`config.mk`:
```
export PLATFORM = sky130hd
export DESIGN_NAME = tlsync_encoder
export DESIGN_NICKNAME = d
export VERILOG_FILES = /design/src/rtl/tlsync_pkg.sv /design/src/rtl/tlsync_ctl_pipe.sv /design/src/rtl/tlsync_blank_sel.sv /design/src/rtl/tlsync_level_dec.sv /design/src/rtl/tlsync_encoder.sv
export SDC_FILE = /design/constraint.sdc
export NUM_CORES = 1
export LEC_CHECK = 0
export BUFFER_PORTS_ARGS = -buffer_cell sky130_fd_sc_hd__buf_2
export CORE_ASPECT_RATIO = 1.1
export CORE_MARGIN = 3
export CORE_UTILIZATION = 49
export CTS_CLUSTER_SIZE = 14
export DETAILED_ROUTE_END_ITERATION = 12
export GPL_TIMING_DRIVEN = 0
export HOLD_SLACK_MARGIN = 0.03
export MAX_ROUTING_LAYER = met4
export PLACE_DENSITY = 0.77
export SYNTH_ARGS = -nofsm -noshare
export SYNTH_HDL_FRONTEND = slang
export SYNTH_SLANG_ARGS = --single-unit
export TNS_END_PERCENT = 10
```
`constraint.sdc`:
```
create_clock -name clk -period 0.9 [get_ports clk]
set_input_delay 0.045 -clock clk [delete_from_list [all_inputs] [get_ports clk]]
set_output_delay 0.045 -clock clk [all_outputs]
set_load 0.005 [all_outputs]
```
`src/rtl/tlsync_pkg.sv`:
```
`timescale 1ns/1ps
package tlsync_pkg;

    typedef enum logic [1:0] {
        LVL_ACTIVE = 2'b00,
        LVL_BLANK  = 2'b01,
        LVL_TIP    = 2'b10,
        LVL_PEAK   = 2'b11
    } lvl_e;

    typedef struct packed {
        logic sync_n;
        logic tri_up;
        logic blank;
        logic sync_all;
        logic ypbpr;
    } ctl_t;

    localparam ctl_t CTL_IDLE = '{sync_n: 1'b1, tri_up: 1'b0, blank: 1'b1,
                                  sync_all: 1'b0, ypbpr: 1'b0};

endpackage

```
`src/rtl/tlsync_ctl_pipe.sv`:
```
`timescale 1ns/1ps
module tlsync_ctl_pipe
    import tlsync_pkg::*;
#(
    parameter int STAGES = 8
) (
    input  logic clk,
    input  logic rst_n,
    input  ctl_t ctl_i,
    output ctl_t ctl_o
);

    localparam int LAST = STAGES - 1;

    typedef struct packed {
        ctl_t [STAGES-1:0] stg;
    } pipe_s;

    pipe_s pipe_d, pipe_q;

    always_comb begin
        pipe_d        = pipe_q;
        pipe_d.stg[0] = ctl_i;
        for (int i = 1; i < STAGES; i++) begin
            pipe_d.stg[i] = pipe_q.stg[i-1];
        end
    end

    always_ff @(posedge clk or negedge rst_n) begin
        if (!rst_n) begin
            pipe_q <= {STAGES{CTL_IDLE}};
        end else begin
            pipe_q <= pipe_d;
        end
    end

    assign ctl_o = pipe_q.stg[LAST];

endmodule

```
`src/rtl/tlsync_blank_sel.sv`:
```
`timescale 1ns/1ps
module tlsync_blank_sel #(
    parameter int          NCH          = 3,
    parameter int          DAC_W        = 10,
    parameter int          LUMA_CH      = 0,
    parameter int unsigned BLANK_GBR    = 0,
    parameter int unsigned BLANK_LUMA   = 64,
    parameter int unsigned BLANK_CHROMA = 512
) (
    input  logic                   ypbpr_i,
    output logic [NCH*DAC_W-1:0]   level_o
);

    localparam logic [DAC_W-1:0] L_GBR = BLANK_GBR[DAC_W-1:0];
    localparam logic [DAC_W-1:0] L_LUM = BLANK_LUMA[DAC_W-1:0];
    localparam logic [DAC_W-1:0] L_CHR = BLANK_CHROMA[DAC_W-1:0];

    for (genvar c = 0; c < NCH; c++) begin : g_ch
        if (c == LUMA_CH) begin : g_luma
            assign level_o[c*DAC_W +: DAC_W] = ypbpr_i ? L_LUM : L_GBR;
        end else begin : g_chroma
            assign level_o[c*DAC_W +: DAC_W] = ypbpr_i ? L_CHR : L_GBR;
        end
    end

endmodule

```
`src/rtl/tlsync_level_dec.sv`:
```
`timescale 1ns/1ps
module tlsync_level_dec
    import tlsync_pkg::*;
#(
    parameter int          NCH          = 3,
    parameter int          DAC_W        = 10,
    parameter int          LUMA_CH      = 0,
    parameter int unsigned BLANK_GBR    = 0,
    parameter int unsigned BLANK_LUMA   = 64,
    parameter int unsigned BLANK_CHROMA = 512
) (
    input  logic                 clk,
    input  logic                 rst_n,
    input  ctl_t                 ctl_i,
    output logic [2*NCH-1:0]     code_o,
    output logic [NCH*DAC_W-1:0] level_o
);

    localparam logic [DAC_W-1:0] L_GBR = BLANK_GBR[DAC_W-1:0];

    typedef struct packed {
        logic [NCH-1:0][1:0]    code;
        logic [NCH*DAC_W-1:0]   lvl;
    } dec_s;

    dec_s                 dec_d, dec_q;
    logic [NCH-1:0]       gets_sync;
    logic [NCH*DAC_W-1:0] lvl_sel;

    for (genvar c = 0; c < NCH; c++) begin : g_route
        if (c == LUMA_CH) begin : g_fixed
            assign gets_sync[c] = 1'b1;
        end else begin : g_mode
            assign gets_sync[c] = ctl_i.sync_all;
        end
    end

    tlsync_blank_sel #(
        .NCH          (NCH),
        .DAC_W        (DAC_W),
        .LUMA_CH      (LUMA_CH),
        .BLANK_GBR    (BLANK_GBR),
        .BLANK_LUMA   (BLANK_LUMA),
        .BLANK_CHROMA (BLANK_CHROMA)
    ) blank_sel_i (
        .ypbpr_i (ctl_i.ypbpr),
        .level_o (lvl_sel)
    );

    always_comb begin
        dec_d     = dec_q;
        dec_d.lvl = lvl_sel;
        for (int c = 0; c < NCH; c++) begin
            if (!ctl_i.sync_n) begin
                if (gets_sync[c]) begin
                    dec_d.code[c] = ctl_i.tri_up ? LVL_PEAK : LVL_TIP;
                end else begin
                    dec_d.code[c] = LVL_BLANK;
                end
            end else if (ctl_i.blank) begin
                dec_d.code[c] = LVL_BLANK;
            end else begin
                dec_d.code[c] = LVL_ACTIVE;
            end
        end
    end

    always_ff @(posedge clk or negedge rst_n) begin
        if (!rst_n) begin
            dec_q.code <= {NCH{LVL_BLANK}};
            dec_q.lvl  <= {NCH{L_GBR}};
        end else begin
            dec_q <= dec_d;
        end
    end

    assign code_o  = dec_q.code;
    assign level_o = dec_q.lvl;

endmodule

```
`src/rtl/tlsync_encoder.sv`:
```
`timescale 1ns/1ps
module tlsync_encoder
    import tlsync_pkg::*;
#(
    parameter int          NCH          = 3,
    parameter int          DAC_W        = 10,
    parameter int          LAT          = 9,
    parameter int          LUMA_CH      = 0,
    parameter int unsigned BLANK_GBR    = 0,
    parameter int unsigned BLANK_LUMA   = 64,
    parameter int unsigned BLANK_CHROMA = 512
) (
    input  logic                 clk,
    input  logic                 rst_n,
    input  logic                 sync_n_i,
    input  logic                 tri_up_i,
    input  logic                 blank_i,
    input  logic                 sync_all_i,
    input  logic                 ypbpr_i,
    output logic [2*NCH-1:0]     level_code_o,
    output logic [NCH*DAC_W-1:0] blank_level_o
);

    localparam int PIPE_STAGES = LAT - 1;

    ctl_t ctl_in;
    ctl_t pipe_tap;

    always_comb begin
        ctl_in.sync_n   = sync_n_i;
        ctl_in.tri_up   = tri_up_i;
        ctl_in.blank    = blank_i;
        ctl_in.sync_all = sync_all_i;
        ctl_in.ypbpr    = ypbpr_i;
    end

    tlsync_ctl_pipe #(
        .STAGES (PIPE_STAGES)
    ) pipe_i (
        .clk   (clk),
        .rst_n (rst_n),
        .ctl_i (ctl_in),
        .ctl_o (pipe_tap)
    );

    tlsync_level_dec #(
        .NCH          (NCH),
        .DAC_W        (DAC_W),
        .LUMA_CH      (LUMA_CH),
        .BLANK_GBR    (BLANK_GBR),
        .BLANK_LUMA   (BLANK_LUMA),
        .BLANK_CHROMA (BLANK_CHROMA)
    ) dec_i (
        .clk     (clk),
        .rst_n   (rst_n),
        .ctl_i   (pipe_tap),
        .code_o  (level_code_o),
        .level_o (blank_level_o)
    );

endmodule

```
# --- Word level (Yosys, flattened, before mapping) ---
# Index checks and enable logic that the tools add are counted.
classes:
  mux: 7
op_table:
  columns: ["operator", "n"]
  rows:
  - ["10-bit two-way mux", 1]
  - ["7-bit two-way mux", 1]
  - ["2-bit two-way mux", 3]
  - ["1-bit two-way mux", 2]
word_totals:
  word_cells: 50
  inputBits: 7
  regBits: 74

# --- Longest topological paths before layout ---
# Gate-level depths: netlist of run 1.
depth:
  word_depth: 3
  mapped_depth: 2
  mapped_depth_nobuf: 2

# --- Cells and area by module ---
# A second synthesis of run 1 with hierarchy kept.
hier_totals:
  hier_cells: 112
  hier_area_um2: 2158.3
by_module_without_submodules:
  columns: ["module", "area_per_inst_um2", "n_inst", "cells_each"]
  rows:
  - ["tlsync_ctl_pipe", 1021.0, 1, 40]
  - ["tlsync_level_dec", 908.4, 1, 41]
  - ["tlsync_blank_sel", 229.0, 1, 31]

# --- Least setup slack after synthesis of run 1 ---
# No wires, ideal clock.
synth_path:
  path_kind: "flip-flop to flip-flop"
  start: "reg pipe_i.pipe_q, in the netlist pipe_i.ctl_o[4]"
  end: "reg dec_i.dec_q, in the netlist dec_i.code_o[4]"
  arrival_time_ns: 0.714
  setup_slack_ns: 0.108
  stages_incl_launch_ff: 3
  required_time_ns: 0.822
  setup_ns: 0.078
  path_cell_list: "dfstp_2 -> inv_2 -> a2bb2oi_2"
synth_rtl:
  columns: ["item", "line", "source"]
  rows:
  - ["start, declared", "tlsync_ctl_pipe.sv:19", "pipe_s pipe_d, pipe_q;"]
  - ["start signal, assigned", "tlsync_ctl_pipe.sv:31", "pipe_q <= {STAGES{CTL_IDLE}};"]
  - ["start signal, assigned", "tlsync_ctl_pipe.sv:33", "pipe_q <= pipe_d;"]
  - ["end, declared", "tlsync_level_dec.sv:26", "dec_s dec_d, dec_q;"]

# --- Final worst setup path of run 1 ---
layout_path:
  start: "reg dec_i.dec_q, in the netlist dec_i.code_o[4]"
  end: "out level_code_o[4]"
layout_rtl:
  columns: ["item", "line", "source"]
  rows:
  - ["end, declared", "tlsync_encoder.sv:20", "output logic [2*NCH-1:0] level_code_o,"]
# No word-level cell between the ends.

==> run summary, run 1 <==
## Power and ir drop
- 0.003579 W — overall power of the completed layout
- 32.0% — fraction of power consumed by the clock network
- 19.55% — net switching share of the total power
- 0.0006998 W — net switching power figure
- 61.3% — part of the power in registers
- 2019 mW/mm2 — Pwr per Cell Area
- 6.8% — relative contribution of combinational cells to total power
- 0.9069 nW — static leakage
- 0.002879 W — P_int
- 1834 uV — VDD IR max

## STA
- 8 — Final setup viols
- 900.2 ps — worst-margin pin slew
- -183.4 ps — worst hold slack
- 123.8% — fin crit share
- 1114 ps — post-route minimum period
- 897.6 MHz — highest achievable clock rate
- yes — setup repair after global routing missed its margin
- -866.6 ps — Fin Setup TNS
- 0 — Final Max Slew Viols
- 10.48 ps — worst clock skew
- -214.1 ps — worst setup margin
- 27 — final hold violation count
- 39.98% — headroom to the max-slew limit

## Yosys
- 45 — flip-flop and latch count after synthesis
- 0.001425 mm2 — post-synth design cell area
- 17.17 um2 — average cell area after synthesis
- 80.60% — sequential area share after synthesis
- 0 — synthesis warning total
- 10 — count of distinct cell types in the synthesized netlist
- 83 — number of cells produced by synthesis

## Global route
- 2677 um — first-pass GRT wire length
- 610 — number of global-route vias before repair
- 46 — maximum number of pins on one net before global-route repair
- 6.405% — global-route track usage on met3
- 9.001% — GRT met1 Usage
- 0 — overall overflow remaining after global route
- 0 — initial antenna violation count
- 18.22% — met2 Resource Use GR
- met2 — global route hottest layer
- 10.90% — global routing usage summed across all routing layers

## Drt
- 626 — count of vias placed by the detailed router
- 4 — number of detailed-route iterations in the first pass
- 10.03 um — average detailed-routed wire length per instance
- 0 — drc violations
- 2 — iteration-0 DRC count of the detailed router
- 0 — post-detailed-route count of antenna-violating nets
- 3.726 — number of vias per cell after detailed routing
- 1685 um — final routed wirelength across all metal layers

## Worst hold path
- in2async — worst min path class

## Setup path
- dfstp_2 — Critical-path top delay cell
- 2 — largest fanout on the critical path
- 80 ps — Worst R2R Setup Slack
- 1070 ps — worst endpoint data arrival time
- reg2out — WS Path Type
- buf_6 — Most common cell on crit path
- output pin — Worst setup EP type
- 560 ps — max incr delay on CP
- register — Worst setup SP type
- dec_i.code_o[4] — Critical R2R Capture
- 850 ps — CP required
- pipe_i.ctl_o[4] — worst flop-to-flop path startpoint
- buf_6 -> buf_6 — worst path cell trace
- 2 — FF-to-FF path depth

## Floorplanning
- 54.01% — starting density of the core
- 57.42 um — overall die width
- 19 — number of core rows
- 0.002639 mm2 — core area
- 43 — top-level port count
- 62.56 um — vertical die dimension
- 0.003592 mm2 — die area

## Placement
- 1140 um — HPWL after detailed placement
- 0.6948 — placer's final routability congestion estimate
- 0.001637 mm2 — Post-Place Cell Area
- 15 — input/output buffers
- 80.93 ps — Setup WS pre-CTS

## Outcome
- negative hold slack, negative setup slack — violations in the final reports
- finished, violations left — outcome

## CTS
- done — CTS tree
- 2 — largest buffer count on any clock path
- 340 ps — clock insertion delay at the later pin of the skew report
- 120 ps — CTS clk-pin slew, worst paths
- 2 — H-tree lvl count
- 5 — Num CTS Buffers
- 5 — number of hold buffers added after cts
- 45 — number of sinks on the clock net
- clkbuf_4 — Root Buffer Master
- 0 — buffers inserted during post-CTS setup optimization

## Final layout
- 24.41% — layout overhead on the synthesized area
- 143 — final-stage net count
- 0 — ANT cells
- 0.001773 mm2 — post-route cell area
- 54.01% — layout cells sized above 1

## Flow run
- 0 — # Max-Cap Violations

## critical path: cells and delay by family, from the launching register on
kind,cells,cell delay (ps)
DFF,1,560
buffers and inverters,2,170
## flip-flops by register name, summed over array words and instances (netlist names)
name,cells
dec_i.code_o,4
dec_i.level_o,1
pipe_i.ctl_o,5
pipe_i.pipe_d,35
## placed cells by master (no fill, tap or decap)
cell type,n
clkbuf_4,5
dfstp_2,18
bufinv_16,1
nor2b_2,1
o21ai_0,1
dlygate4sd3_1,5
inv_2,1
a2bb2oi_2,1
nand2_1,1
dfrtp_1,27
clkbuf_1,1
clkinv_2,1
conb_1,27
buf_6,2
buf_2,14
inv_1,1
buf_4,30
## how the worst max path moves through the flow
| stage | start | endpoint | slack (ps) |
|---|---|---|---|
| floorplan | pipe_i.ctl_o[4] | dec_i.code_o[4] | 110 |
| global placement | pipe_i.ctl_o[4] | dec_i.code_o[4] | 90 |
| detailed placement | rst_n | pipe_i.pipe_d[13] | 80 |
| CTS | dec_i.code_o[4] | level_code_o[4] | -230 |
| global route | dec_i.code_o[4] | level_code_o[4] | -280 |
| finish | dec_i.code_o[4] | level_code_o[4] | -210 |
## metal layers
| metal | routed length [um] | vias up |
|---|---|---|
| met4 | 40 | 0 |
| met5 | 0 | - |
| li1 | - | 299 |
| met1 | 560 | 301 |
| met2 | 963 | 22 |
| met3 | 121 | 4 |
## cell usage after synthesis
library cell	number	area, um2
conb_1	1	3.750
nand2_1	1	3.750
nor2b_2	1	8.760
inv_2	1	3.750
dfrtp_1	27	675.7
buf_4	31	232.7
dfstp_2	18	473.0
o21ai_0	1	5.000
inv_1	1	3.750
a2bb2oi_2	1	15.01
## through the flow
step | cells | utilization (%)
after floorplan | 109 | -
after global placement | 155 | 62.02
after detailed placement | 155 | 62.02
after CTS | 168 | 67.19
after global routing | 168 | 67.19
final | 168 | 67.19
## final cells by class
cell class,instances,area [um2]
clock inverter,2,35.03
multi-input combinational,31,133.9
buffer,31,236.5
fill,196,865.8
inverter,2,7.507
tap,31,38.79
sequential,45,1149
clock buffer,6,41.29
timing repair buffer,20,131.4
## power by group through the flow
stage | Combinational, W | Sequential [W] | Clock, W
final | 0.000242 | 0.00219 | 0.00114
after global routing | 0.000270 | 0.00221 | 0.00130
after CTS | 0.000238 | 0.00220 | 0.00119
after detailed placement | 0.000215 | 0.00223 | 0
after global placement | 0.000210 | 0.00222 | 0
after floorplan | 0.000139 | 0.00222 | 0
## kinds of logic (layout without fill, tap and decap cells)
family          after synthesis  in the layout  synth area share, %
other cells                   1             27               0.2631
buf+inv                      33             61                16.86
flops                        45             45                80.60
compound gates                2              2                1.404
simple gates                  2              2               0.8778
## what timing repair did
| item | 4_1_cts | 5_1_grt |
|---|---|---|
| pin swaps | 0 | 0 |
| endpoints found under the hold margin | 32 | 27 |
| gates resized for setup | 2 | 0 |
| endpoints found under the setup margin | 8 | 9 |
Power figures use the tool's default switching activity.
==> run 2, diff against run 1 <==
--- a/config.mk
+++ b/config.mk
@@ -7,7 +7,6 @@
 export LEC_CHECK = 0
 export BUFFER_PORTS_ARGS = -buffer_cell sky130_fd_sc_hd__buf_2
 export CORE_ASPECT_RATIO = 1.1
-export CORE_MARGIN = 3
 export CORE_UTILIZATION = 49
 export CTS_CLUSTER_SIZE = 14
 export DETAILED_ROUTE_END_ITERATION = 12
@@ -15,6 +14,7 @@
 export HOLD_SLACK_MARGIN = 0.03
 export MAX_ROUTING_LAYER = met4
 export PLACE_DENSITY = 0.77
+export RECOVER_POWER = 50
 export SYNTH_ARGS = -nofsm -noshare
 export SYNTH_HDL_FRONTEND = slang
 export SYNTH_SLANG_ARGS = --single-unit
==> constraint.sdc (replaced) <==
create_clock -name clk -period 0.9 [get_ports clk]
set_input_delay 0.09 -clock clk [delete_from_list [all_inputs] [get_ports clk]]
set_output_delay 0.09 -clock clk [all_outputs]
set_load 0.005 [all_outputs]
==> run summary, run 2 (same netlist as run 1, synthesis figures left out) <==
## Global route
- 0 — initial antenna violation count
- 12.97% — global routing usage summed across all routing layers
- 600 — number of global-route vias before repair
- 2553 um — first-pass GRT wire length
- 0 — overall overflow remaining after global route
- 46 — maximum number of pins on one net before global-route repair

## Outcome
- finished, violations left — outcome
- negative hold slack, negative setup slack — violations in the final reports

## Floorplanning
- 20 — number of core rows
- 0.003128 mm2 — die area
- 43 — top-level port count
- 58.56 um — vertical die dimension
- 0.002753 mm2 — core area
- 53.42 um — overall die width
- 51.77% — starting density of the core

## CTS
- 2 — largest buffer count on any clock path
- 45 — number of sinks on the clock net
- clkbuf_4 — Root Buffer Master
- 110 ps — CTS clk-pin slew, worst paths
- done — CTS tree
- 2 — H-tree lvl count
- 0 — buffers inserted during post-CTS setup optimization
- 5 — Num CTS Buffers
- 5 — number of hold buffers added after cts
- 330 ps — clock insertion delay at the later pin of the skew report

## STA
- -89.73 ps — worst hold slack
- 33.01% — headroom to the max-slew limit
- 127.7% — fin crit share
- 5.973 ps — worst clock skew
- 1149 ps — post-route minimum period
- -248.9 ps — worst setup margin
- 9 — Final setup viols
- 0 — Final Max Slew Viols
- 870.4 MHz — highest achievable clock rate
- yes — setup repair after global routing missed its margin
- 27 — final hold violation count
- 1005 ps — worst-margin pin slew

## Setup path
- 810 ps — CP required
- 1060 ps — worst endpoint data arrival time
- pipe_i.ctl_o[4] — worst flop-to-flop path startpoint
- dec_i.code_o[4] — crit path from
- 2 — largest fanout on the critical path
- reg2out — WS Path Type
- 2 — FF-to-FF path depth
- dec_i.code_o[4] — Critical R2R Capture
- 60 ps — Worst R2R Setup Slack
- register — Worst setup SP type
- output pin — Worst setup EP type

## Final layout
- 35 — max FFs per register
- 63.86% — Layout Utilization
- buf_4 (30), conb_1 (27), dfrtp_1 (27), dfstp_2 (18), buf_2 (13) — commonest cells after routing, fill and taps aside
- buf_4 — most common library cell in the layout ignoring fill and taps
- 23.35% — layout overhead on the synthesized area
- 143 — final-stage net count
- 0 — ANT cells
- 53.28% — layout cells sized above 1
- 222 — total of fill cells in the finished design

## Flow run
- 0 — # Max-Cap Violations

## Placement
- 1071 um — HPWL after detailed placement
- 15 — input/output buffers
- 0.5534 — placer's final routability congestion estimate

## Power and ir drop
- 0.8974 nW — static leakage
- 1356 uV — VDD IR max
- 1907 mW/mm2 — Pwr per Cell Area

## Drt
- 2 — number of detailed-route iterations in the first pass
- 0 — post-detailed-route count of antenna-violating nets
- 1 — iteration-0 DRC count of the detailed router
- 624 — count of vias placed by the detailed router
- 3.671 — number of vias per cell after detailed routing
- 9.335 um — average detailed-routed wire length per instance
- 1587 um — final routed wirelength across all metal layers
- 0 — drc violations

## Worst hold path
- in2async — worst min path class

run 2: changes by cell type in the layout (fill, tap and decap cells not counted):
cell,before,now
clkbuf_2,0,1
clkbuf_8,0,1
buf_2,14,13
clkinv_2,1,0
bufinv_16,1,0
clkbuf_1,1,2
run 2: through the flow:
step	area (um2)	instances	setup WS, ps	total power [W]	TNS, ps
4_1_cts	1758	170	-269.6	0.003402	-1384
2_1_floorplan	1523	109	107.9	0.002360	0
5_1_grt	1758	170	-317.7	0.003549	-1734
6_report	1758	170	-248.9	0.003353	-1150
3_5_place_dp	1639	157	17.45	0.002449	0
3_3_place_gp	1639	157	88.96	0.002432	0
run 2: worst max-delay path, cell delays in order (launching register included):
cell and delay, ps:
dfstp_2 560, buf_6 90, buf_6 80
run 2: how the worst max path moves through the flow:
stage                             to  slack (ps)  cells past startpoint
finish               level_code_o[4]        -250                      2
detailed placement  pipe_i.pipe_d[6]          20                      1
floorplan            dec_i.code_o[4]         110                      2
CTS                  level_code_o[4]        -270                      2
global route         level_code_o[4]        -320                      2
global placement    pipe_i.pipe_d[8]          90                      1
run 2: routing by layer:
layer	vias to the layer above	global-route usage (%)	routed length, um
met3	5	4.651	84
met2	22	21.25	897
met5	-	-	0
li1	301	-	-
met4	0	7.895	38
met1	296	12.84	567
run 2: cell type report:
| cell class | count | area (um2) | area share, % |
|---|---|---|---|
| tap | 33 | 41.29 | 2.349 |
| sequential | 45 | 1149 | 65.34 |
| timing repair buffer | 20 | 131.4 | 7.473 |
| multi-input combinational | 31 | 133.9 | 7.616 |
| clock buffer | 8 | 58.81 | 3.345 |
| inverter | 2 | 7.507 | 0.4270 |
| buffer | 31 | 236.5 | 13.45 |
run 2: what timing repair did:
item / CTS / global route
gates resized for setup: 2 / 0
hold endpoints to repair: 32 / 27
setup endpoints to repair: 9 / 9
run 2: where the power goes:
part           internal (W)  switching (W)  leakage, nW
clock              0.000386       0.000533       0.0326
sequential          0.00216      0.0000351        0.505
combinational      0.000138       0.000103        0.360
total               0.00268       0.000670        0.897
